===== config.mk =====
export PLATFORM = sky130hd
export DESIGN_NAME = flashrd_router
export DESIGN_NICKNAME = d
export VERILOG_FILES = /design/src/rtl/flashrd_pkg.sv /design/src/rtl/flashrd_route_dec.sv /design/src/rtl/flashrd_status.sv /design/src/rtl/flashrd_router.sv
export SDC_FILE = /design/constraint.sdc
export NUM_CORES = 1
export LEC_CHECK = 0
export BUFFER_PORTS_ARGS = -buffer_cell sky130_fd_sc_hd__buf_2
export CAP_MARGIN = 5
export CORE_UTILIZATION = 37
export CTS_CLUSTER_SIZE = 8
export DETAILED_ROUTE_END_ITERATION = 8
export GPL_TIMING_DRIVEN = 1
export PLACE_DENSITY = 0.84
export RECOVER_POWER = 100
export SYNTH_ARGS = -nofsm -noshare
export SYNTH_HDL_FRONTEND = slang
export SYNTH_SLANG_ARGS = --single-unit
export TNS_END_PERCENT = 5

===== constraint.sdc =====
create_clock -name clk -period 4.9 [get_ports clk]
set_input_delay 0.735 -clock clk [delete_from_list [all_inputs] [get_ports clk]]
set_output_delay 0.735 -clock clk [all_outputs]
set_load 0.01 [all_outputs]

===== src/rtl/flashrd_pkg.sv =====
package flashrd_pkg;

    typedef enum logic [1:0] {
        ROUTE_ARRAY  = 2'd0,
        ROUTE_STATUS = 2'd1,
        ROUTE_FAULT  = 2'd2
    } route_e;

    localparam int ST_TOGGLE   = 0;
    localparam int ST_SUSP     = 1;
    localparam int ST_FAULT    = 2;
    localparam int ST_BUSY     = 3;
    localparam int ST_BANK_LSB = 4;

    function automatic logic route_is_status(input route_e r);
        return (r == ROUTE_STATUS) || (r == ROUTE_FAULT);
    endfunction

endpackage


===== src/rtl/flashrd_route_dec.sv =====
module flashrd_route_dec
    import flashrd_pkg::*;
#(
    parameter int NUM_BANKS  = 4,
    parameter int SECT_IDX_W = 6,
    localparam int BANK_W    = $clog2(NUM_BANKS)
) (
    input  logic [SECT_IDX_W-1:0] rd_sect,
    input  logic                  busy_vld,
    input  logic [BANK_W-1:0]     busy_bank,
    input  logic                  susp,
    input  logic [SECT_IDX_W-1:0] susp_sector,
    output route_e                route
);

    logic [BANK_W-1:0]    addr_bank;
    logic [NUM_BANKS-1:0] bank_hit;
    logic                 in_busy_bank;
    logic                 sect_match;

    assign addr_bank = rd_sect[SECT_IDX_W-1 -: BANK_W];

    for (genvar b = 0; b < NUM_BANKS; b++) begin : g_bank
        assign bank_hit[b] = busy_vld
                           && (busy_bank == BANK_W'(b))
                           && (addr_bank == BANK_W'(b));
    end

    assign in_busy_bank = |bank_hit;
    assign sect_match   = (rd_sect == susp_sector);

    always_comb begin
        if (!in_busy_bank)   route = ROUTE_ARRAY;
        else if (!susp)      route = ROUTE_STATUS;
        else if (sect_match) route = ROUTE_FAULT;
        else                 route = ROUTE_ARRAY;
    end

endmodule


===== src/rtl/flashrd_status.sv =====
module flashrd_status
    import flashrd_pkg::*;
#(
    parameter int DATA_W = 16,
    parameter int BANK_W = 2
) (
    input  logic              clk,
    input  logic              rst,
    input  logic              take,
    input  logic              fault,
    input  logic              susp,
    input  logic [BANK_W-1:0] bank,
    output logic [DATA_W-1:0] status_q
);

    logic              toggle_q;
    logic [DATA_W-1:0] word;

    always_comb begin
        word                          = '0;
        word[ST_TOGGLE]               = toggle_q;
        word[ST_SUSP]                 = susp;
        word[ST_FAULT]                = fault;
        word[ST_BUSY]                 = 1'b1;
        word[ST_BANK_LSB +: BANK_W]   = bank;
    end

    always_ff @(posedge clk) begin
        if (rst) begin
            toggle_q <= 1'b0;
            status_q <= '0;
        end else if (take) begin
            toggle_q <= ~toggle_q;
            status_q <= word;
        end
    end

endmodule


===== src/rtl/flashrd_router.sv =====
module flashrd_router
    import flashrd_pkg::*;
#(
    parameter int ADDR_W     = 12,
    parameter int DATA_W     = 16,
    parameter int NUM_BANKS  = 4,
    parameter int SECT_OFF_W = 6,
    localparam int BANK_W     = $clog2(NUM_BANKS),
    localparam int SECT_IDX_W = ADDR_W - SECT_OFF_W
) (
    input  logic                  clk,
    input  logic                  rst,
    input  logic                  rd_en,
    input  logic [ADDR_W-1:0]     rd_addr,
    input  logic                  busy_vld,
    input  logic [BANK_W-1:0]     busy_bank,
    input  logic                  susp,
    input  logic [SECT_IDX_W-1:0] susp_sector,
    output logic                  mem_rd_en,
    output logic [ADDR_W-1:0]     mem_addr,
    input  logic [DATA_W-1:0]     mem_rdata,
    output logic [DATA_W-1:0]     rd_data,
    output logic                  rd_valid,
    output logic                  rd_err
);

    route_e            route;
    logic [DATA_W-1:0] status_q;
    logic              sel_status_q;
    logic              valid_q;
    logic              err_q;

    flashrd_route_dec #(
        .NUM_BANKS  (NUM_BANKS),
        .SECT_IDX_W (SECT_IDX_W)
    ) u_dec (
        .rd_sect     (rd_addr[ADDR_W-1:SECT_OFF_W]),
        .busy_vld    (busy_vld),
        .busy_bank   (busy_bank),
        .susp        (susp),
        .susp_sector (susp_sector),
        .route       (route)
    );

    flashrd_status #(
        .DATA_W (DATA_W),
        .BANK_W (BANK_W)
    ) u_status (
        .clk      (clk),
        .rst      (rst),
        .take     (rd_en && route_is_status(route)),
        .fault    (route == ROUTE_FAULT),
        .susp     (susp),
        .bank     (busy_bank),
        .status_q (status_q)
    );

    assign mem_rd_en = rd_en && (route == ROUTE_ARRAY);
    assign mem_addr  = rd_addr;

    always_ff @(posedge clk) begin
        if (rst) begin
            valid_q      <= 1'b0;
            sel_status_q <= 1'b0;
            err_q        <= 1'b0;
        end else begin
            valid_q      <= rd_en;
            sel_status_q <= rd_en && route_is_status(route);
            err_q        <= rd_en && (route == ROUTE_FAULT);
        end
    end

    assign rd_valid = valid_q;
    assign rd_err   = err_q;
    assign rd_data  = sel_status_q ? status_q : mem_rdata;

endmodule


==> run_results.csv, run 1 <==
group,metric,value,unit
status,status,"complete, no violations",
cells_and_area,drive_gt1_share,34.7,%
floorplanning,die_h,45.2,um
global_route,grt_pass1_wl,2040,um
route,via_per_inst,4.48,
power,vdd_drop_max,0.146,mV
yosys,syn-instance-count,77,
global_route,grt_usage,14.1,%
route,routed_wl,1410,um
clock_tree,postCtsSetupBuffers,0,
setup_path,cpPeakStageDelay,0.38,ns
route,firstDrtPassIters,6,
clock_tree,cts_tree,"done",
yosys,yosysSeqAreaShare,29.0,%
floorplanning,rows,15,
route,wl_met1,530,um
sta,finalSetupViolations,0,
sta,rsz0062_at_grt,"no",
floorplanning,fp.coreArea,0.00175,mm2
sta,fin_crit,2.69,ns
setup_path,slowest_stage,"or3_1",
clock_tree,cts.path.max_buffers,2,
route,wire_per_inst,9.43,um
sta,setup_tns,0,ns
floorplanning,start_util,39.5,%
setup_path,criticalPathCategory,"primary input to output port",
setup_path,crit_required,4.16,ns
sta,maxClockFrequency,372,MHz
power,power_density,223,mW/mm2
sta,maxSlewViolCount,0,
setup_path,crit_chain,"buf_2 -> xnor2_1 -> nand3_1 -> or3_1 -> ha_1 -> and2_1 -> clkbuf_1",
global_route,overflow,0,
sta,max_slew_margin,51.7,%
clock_tree,clock_latency,0.26,ns
global_route,grt_max_degree,17,
global_route,grt_pass1_vias,554,
route,first_iter_violations,2,
yosys,ys_seq_elements,10,
cells_and_area,fillers,187,
yosys,synthDistinctLibCells,16,
place,port-buffer-count,59,
sta,whs,0.489,ns
sta,worstMarginPinSlew,0.723,ns
cells_and_area,syn_to_final_growth,31.8,%
sta,fin_crit_sh,54.9,%
floorplanning,die_w,45.2,um
route,drcViolationCount,0,
cells_and_area,regArea,200,um2
cells_and_area,n_antenna_cell,0,
clock_tree,cts_num_sinks,10,
clock_tree,clkTransAtPathRegs,0.06,ns
flow_run,drv_cap,0,
yosys,syn-cell-area,689,um2
place,dp_cells,145,
cells_and_area,multi_input_area,379,um2
global_route,antenna_found_initial,0,
clock_tree,cts_made_buffers,3,
clock_tree,cts_root_buf,"clkbuf_4",
cells_and_area,final_cells,149,
floorplanning,fp.dieArea,0.00204,mm2
route,wl_met2,687,um
yosys,synth_nets,120,
setup_path,critPathCaptureType,"output port",
place,gp_congestion,0.715,
clock_tree,holdBufCountCts,0,
route,wl_met3,170,um
power,p_leak,0.375,nW
route,vias,668,
cells_and_area,nets,168,
clock_tree,cts_max_level,1,
setup_path,crit_arrival,1.95,ns
place,hpwl,1190,um
setup_path,start_kind,"primary input",
floorplanning,ios,72,
setup_path,critical_path_peak_fanout,3,
yosys,ys_warn_count,0,
route,ant_nets,0,
worst_hold_path,hp-class,"flip-flop to flip-flop",
sta,hold_violations,0,
clock_tree,cts_resized,0,
route,highest_layer,"met4",
sta,clock_skew,0.0000172,ns
yosys,syn_area_per_cell,8.95,um2
-- kinds of logic after synthesis --
family / synth area share (%)
xor gates and xnor gates: 11.4
adders and majority gates: 3.63
buffers and inverters: 16.0
DFF: 29.0
muxes: 17.1
and+or+nand+nor: 22.9
-- stage by stage --
step | setup slack [ns] | utilization, % | cell area, um2 | total power [mW]
after floorplan | 2.50 | - | 689 | 0.119
after global placement | 2.13 | 51.9 | 906 | 0.136
after detailed placement | 2.07 | 51.9 | 906 | 0.137
after CTS | 2.17 | 54.0 | 942 | 0.208
after global routing | 2.12 | 52.0 | 908 | 0.214
final | 2.21 | 52.0 | 908 | 0.203
-- where the power goes --
group          switching (mW)  internal, mW
Combinational          0.0226        0.0250
Sequential            0.00108        0.0827
Clock                  0.0265        0.0450
-- worst max-delay path: cells and delay by family --
kind          cells  cell delay [ns]
simple gates      3             0.64
buf+inv           2             0.23
fa+ha+maj         1             0.18
xor+xnor          1             0.17
-- cell type report --
| type | instances | share of cell area, % |
|---|---|---|
| multi-input cells | 51 | 41.7 |
| well taps | 25 | 3.44 |
| repair buffers | 59 | 28.8 |
| clock buffers | 4 | 3.99 |
| flip-flops and latches | 10 | 22.0 |
-- sequential cells by signal (all words and copies together) (netlist names) --
| signal | cells |
|---|---|
| rd_err | 1 |
| rd_valid | 1 |
| sel_status_q | 1 |
| u_status.status_q | 6 |
| u_status.toggle_q | 1 |
-- final timing paths --
kind                                            from                   end  slack [ns]  cells after the start
worst max-delay path                    busy_bank[1]             mem_rd_en        2.21                      7
worst min register to register  u_status.status_q[3]  u_status.status_q[3]        0.49                      2
worst min-delay path            u_status.status_q[3]  u_status.status_q[3]        0.49                      2
worst max register to register     u_status.toggle_q     u_status.toggle_q        4.24                      2
-- metal layers --
| layer | track usage [%] | vias up |
|---|---|---|
| met1 | 13.1 | 282 |
| met3 | 2.40 | 2 |
| met4 | 9.09 | 0 |
| met2 | 27.5 | 54 |
| met5 | 0 | - |
| li1 | - | 330 |
-- placed cells by master, fill, tap and decap left out --
cell	synthesis	routed
clkbuf_1	2	27
nand4_1	1	1
xnor2_1	9	9
clkbuf_4	0	3
and2_1	2	2
or3_1	1	1
ha_1	2	2
nor2_1	8	8
or2_2	1	1
buf_2	1	32
nor2b_1	13	13
dfxtp_1	10	10
mux2_2	6	6
clkbuf_8	0	1
nand3_1	2	2
nor3_1	1	1
mux2i_1	5	5
-- synth_stat cells --
cell / n / share of area, %
or2_2: 1 / 0.91
buf_2: 1 / 0.73
nor3_1: 1 / 0.73
buf_4: 13 / 14
and2_1: 2 / 1.8
dfxtp_1: 10 / 29
mux2_2: 6 / 9.8
or3_1: 1 / 0.91
nor2_1: 8 / 4.4
nand4_1: 1 / 0.91
clkbuf_1: 2 / 1.1
nand3_1: 2 / 1.5
mux2i_1: 5 / 7.3
xnor2_1: 9 / 11
ha_1: 2 / 3.6
nor2b_1: 13 / 12
No activity file was read; power rests on OpenSTA's default activity.
==> inputs of run 2 (changes only) <==
CORE_UTILIZATION = 31   (was 37)
PLACE_DENSITY = 0.75   (was 0.84)
clock period = 2.2 ns   (was 4.9 ns; I/O delays follow)
==> run 2 against run 1 <==
  * Final area is 1.1% higher
  * Combinational power is 120% higher
  * Largest power group unchanged
  * Setup slack worse by 1.9 ns
  * Count of clock-buffer cells in the layout stayed put
  * Total power is 130% higher
==> run_results.csv, run 2 (synthesized netlist as in run 1, its figures left out) <==
group,metric,value,unit
power,power_density,498,mW/mm2
clock_tree,cts_tree,"done",
power,p_total,0.458,mW
cells_and_area,n_antenna_cell,0,
sta,rsz0062_at_grt,"no",
global_route,grt_pass1_wl,2570,um
worst_hold_path,hp-class,"primary input to flip-flop",
place,port-buffer-count,59,
cells_and_area,mostFrequentLayoutCell,"buf_2",
route,first_iter_violations,1,
status,status,"complete, no violations",
clock_tree,cts.path.max_buffers,2,
cells_and_area,mostFrequentLayoutCells,"32 x buf_2, 27 x clkbuf_1, 13 x nor2b_1",
clock_tree,cts_num_sinks,10,
sta,layout_setup_ws,0.346,ns
sta,setup_tns,0,ns
floorplanning,start_util,34.1,%
clock_tree,postCtsSetupBuffers,0,
worst_hold_path,min_path_cells,3,
route,routed_wl,1590,um
cells_and_area,nets,169,
floorplanning,ios,72,
route,via_per_inst,4.56,
sta,fin_crit,1.85,ns
cells_and_area,top_register,"u_status.status_q",
sta,hold_violations,0,
setup_path,slowest_stage,"or3_1",
floorplanning,fp.coreArea,0.00202,mm2
sta,worstMarginPinSlew,0.587,ns
place,dp_cells,148,
place,place_area,916,um2
power,p_leak,0.379,nW
sta,maxSlewViolCount,0,
cells_and_area,syn_to_final_growth,33.2,%
place,hpwl,1360,um
floorplanning,rows,16,
floorplanning,die_h,49.2,um
clock_tree,cts_max_level,1,
cells_and_area,largest_reg_flops,6,
global_route,antenna_found_initial,0,
cells_and_area,drive_gt1_share,35.2,%
sta,maxClockFrequency,539,MHz
clock_tree,cts_resized,0,
setup_path,crit_chain,"buf_2 -> xnor2_1 -> nand3_1 -> or3_1 -> ha_1 -> and2_1 -> clkbuf_1",
route,drcViolationCount,0,
floorplanning,die_w,49.2,um
setup_path,cpPeakStageDelay,0.39,ns
sta,finalSetupViolations,0,
power,vdd_drop_max,0.266,mV
setup_path,crit_required,1.87,ns
route,vias,693,
setup_path,crit_path_start,"rd_addr[11]",
setup_path,reg2reg_from,"u_status.toggle_q",
setup_path,crit_arrival,1.52,ns
sta,fin_crit_sh,84.3,%
clock_tree,clock_latency,0.26,ns
place,pre_cts_ws,0.0796,ns
cells_and_area,final_cells,152,
sta,max_slew_margin,60.8,%
floorplanning,fp.dieArea,0.00242,mm2
setup_path,criticalPathCategory,"primary input to output port",
global_route,grt_usage,13.9,%
clock_tree,cts_root_buf,"clkbuf_4",
global_route,overflow,0,
flow_run,drv_cap,0,
clock_tree,holdBufCountCts,0,
global_route,grt_pass1_vias,640,
worst_hold_path,hold_start,"busy_bank[0]",
global_route,grt_max_degree,17,
place,gp_congestion,0.700,
sta,clock_skew,0.000137,ns
route,wire_per_inst,10.4,um
cells_and_area,fin_area,918,um2
clock_tree,cts_made_buffers,3,
clock_tree,clkTransAtPathRegs,0.07,ns
setup_path,critical_path_peak_fanout,3,
setup_path,critPathCaptureType,"output port",
setup_path,start_kind,"primary input",
route,ant_nets,0,
setup_path,r2r_cells,2,
route,firstDrtPassIters,2,
-- run 2: through the flow --
step	hold WS, ns	utilization (%)
2_1_floorplan	0.435	-
4_1_cts	0.322	47.1
6_report	0.337	45.4
3_5_place_dp	0.486	45.3
3_3_place_gp	0.480	45.3
5_1_grt	0.342	45.4
-- run 2: final timing paths --
kind | to | slack (ns)
max | mem_rd_en | 0.35
min | u_status.status_q[4] | 0.34
max reg2reg | u_status.toggle_q | 1.56
min reg2reg | u_status.status_q[4] | 0.50
-- run 2: layout make-up --
type	count	area, um2
multi-input combinational	51	379
sequential	10	200
clock buffer	4	36.3
fill	215	1100
timing repair buffer	60	269
tap	27	33.8
-- run 2: critical path: cells and delay by family --
family | cells | cell delay, ns
xor gates and xnor gates | 1 | 0.13
adders and majority gates | 1 | 0.18
buffers and inverters | 2 | 0.24
and+or+nand+nor | 3 | 0.65
-- run 2: metal layers --
layer,routed length [um],GRT usage [%],vias to the layer above,part of all wire (%)
met5,0,0,-,0
met4,42,7.84,0,2.6
met3,211,3.43,10,13
met2,731,26.0,56,46
met1,600,13.7,294,38
li1,-,-,333,-
-- run 2: power breakdown --
group / total [mW] / leakage (nW) / switching, mW / internal, mW
clock: 0.164 / 0.0210 / 0.0635 / 0.100
sequential: 0.187 / 0.0810 / 0.00276 / 0.184
combinational: 0.107 / 0.277 / 0.0507 / 0.0562
==> inputs of run 3 (changes only) <==
clock period = 1.6 ns   (was 2.2 ns; I/O delays follow)
==> run 3 against run 2 <==
  * The run now ends with setup timing left
  * Critical path depth stayed put
  * Setup slack got worse by 0.42 ns
  * Non-clock buffer count grew 5
  * Count of clock-buffer cells in the layout fell by 1
  * Clock skew about the same
  * First-iteration DRC count decreased by 100%
  * Combinational power is 89% higher
  * Cell count is 2.6% higher
  * Register-to-register slack worse by 0.58 ns
  * Flip-flop and latch count stayed put
  * Via count grew 2.9%
  * Utilization up 9.3 points
  * Largest power group unchanged
==> run_results.csv, run 3 (synthesized netlist as in run 1, its figures left out) <==
group,metric,value,unit
status,status,"complete, but fails checks",
status,violations,"setup timing",
route,via_per_inst,4.57,
floorplanning,ios,72,
place,pre_cts_ws,-0.242,ns
place,hpwl,1420,um
flow_run,drv_cap,0,
power,power_density,565,mW/mm2
worst_hold_path,hp-class,"primary input to flip-flop",
cells_and_area,syn_to_final_growth,60.6,%
global_route,grt_pass1_vias,704,
cells_and_area,drive_gt1_share,62.8,%
clock_tree,cts.path.max_buffers,2,
sta,worstMarginPinSlew,0.189,ns
floorplanning,fp.coreArea,0.00202,mm2
route,wire_per_inst,11.5,um
route,highest_layer,"met4",
setup_path,crit_family,"simple AND/OR/NAND/NOR gates",
clock_tree,cts_tree,"done",
cells_and_area,final_cells,156,
route,ant_nets,0,
clock_tree,cts_max_level,1,
setup_path,criticalPathCategory,"primary input to output port",
floorplanning,fp.dieArea,0.00242,mm2
sta,finalSetupViolations,1,
cells_and_area,multi_input_area,468,um2
place,gp_congestion,0.698,
setup_path,cp.buffers_inverters,2,
cells_and_area,fin_area,0.00111,mm2
route,first_iter_violations,0,
clock_tree,cts_root_buf,"clkbuf_4",
sta,max_slew_margin,87.4,%
setup_path,critPathCaptureType,"output port",
place,port-buffer-count,59,
sta,layout_setup_ws,-0.0748,ns
route,routed_wl,1800,um
route,wl_met2,970,um
global_route,antenna_found_initial,0,
cells_and_area,largest_reg_flops,6,
power,vdd_drop_max,0.304,mV
sta,clock_skew,0.000118,ns
route,drcViolationCount,0,
sta,maxClockFrequency,597,MHz
sta,hold_violations,0,
setup_path,start_kind,"primary input",
sta,fin_crit_sh,105,%
cells_and_area,fillers,186,
floorplanning,start_util,34.1,%
setup_path,ff2ff_setup_slack,0.98,ns
setup_path,crit_arrival,1.43,ns
cells_and_area,mostFrequentLayoutCells,"44 x buf_2, 13 x nor2b_1, 9 x dfxtp_1",
route,wl_met1,557,um
clock_tree,holdBufCountCts,0,
place,place_area,958,um2
setup_path,cpPeakStageDelay,0.38,ns
cells_and_area,nets,174,
route,vias,713,
setup_path,critical_path_peak_fanout,2,
clock_tree,clkTransAtPathRegs,0.06,ns
cells_and_area,n_antenna_cell,0,
global_route,grt_max_degree,14,
clock_tree,cts_num_sinks,10,
global_route,grt_pass1_wl,2900,um
floorplanning,die_w,49.2,um
sta,fin_crit,1.67,ns
cells_and_area,regArea,201,um2
power,p_leak,0.525,nW
floorplanning,rows,16,
setup_path,crit_required,1.36,ns
setup_path,slowest_stage,"or3_1",
sta,rsz0062_at_grt,"yes",
route,firstDrtPassIters,1,
sta,maxSlewViolCount,0,
global_route,grt_usage,16.4,%
floorplanning,die_h,49.2,um
power,p_total,0.625,mW
clock_tree,cts_made_buffers,3,
place,dp_cells,151,
clock_tree,clock_latency,0.26,ns
route,wl_met3,220,um
global_route,overflow,0,
cells_and_area,top_register,"u_status.status_q",
setup_path,crit_chain,"buf_6 -> xnor2_2 -> nand4_1 -> or3_1 -> ha_2 -> and2_4 -> buf_2",
cells_and_area,mostFrequentLayoutCell,"buf_2",
-- run 3: cell types whose count changed in the layout (fill, tap and decap cells not counted), sizes merged --
cell	previous run	this run
buf	33	58
clkbuf	31	10
-- run 3: area by class of cell --
class	instances	share of cell area [%]
multi-input combinational	51	42.3
timing repair buffer	65	34.5
sequential	10	18.2
tap	27	3.05
clock buffer	3	2.03
-- run 3: report_power, final --
part           internal [mW]  switching [mW]
registers              0.253         0.00246
logic                  0.118          0.0841
clock network         0.0867          0.0808
total                  0.458           0.167
-- run 3: path summary, 6_finish.rpt --
path                     endpoint                  from  cells after the start
max                     mem_rd_en        susp_sector[0]                      7
min          u_status.status_q[5]                   rst                      2
max reg2reg     u_status.toggle_q     u_status.toggle_q                      2
min reg2reg  u_status.status_q[3]  u_status.status_q[3]                      2
-- run 3: per-layer routing --
metal / vias to the layer above / GRT usage, %
met5: - / 0
li1: 338 / -
met2: 64 / 33.3
met3: 5 / 3.12
met1: 306 / 13.5
met4: 0 / 11.8
-- run 3: stage by stage --
step | TNS, ns | hold WS [ns] | utilization (%)
3_5_place_dp | -1.48 | 0.477 | 47.4
5_1_grt | -0.576 | 0.244 | 54.8
3_3_place_gp | -0.970 | 0.464 | 47.4
2_1_floorplan | 0 | 0.387 | -
6_report | -0.0748 | 0.237 | 54.8
4_1_cts | -0.102 | 0.233 | 54.8
-- run 3: timing repair --
action / 4_1_cts / 5_1_grt
setup endpoints to repair: 4 / 11
pin swaps: 7 / 5
gates resized for setup: 18 / 4
setup buffers: 3 / 0
-- run 3: worst reg2reg max path: stages, from the launching register on --
cell and delay [ns]:
dfxtp_1 0.32, xnor2_1 0.14, nor2_1 0.05
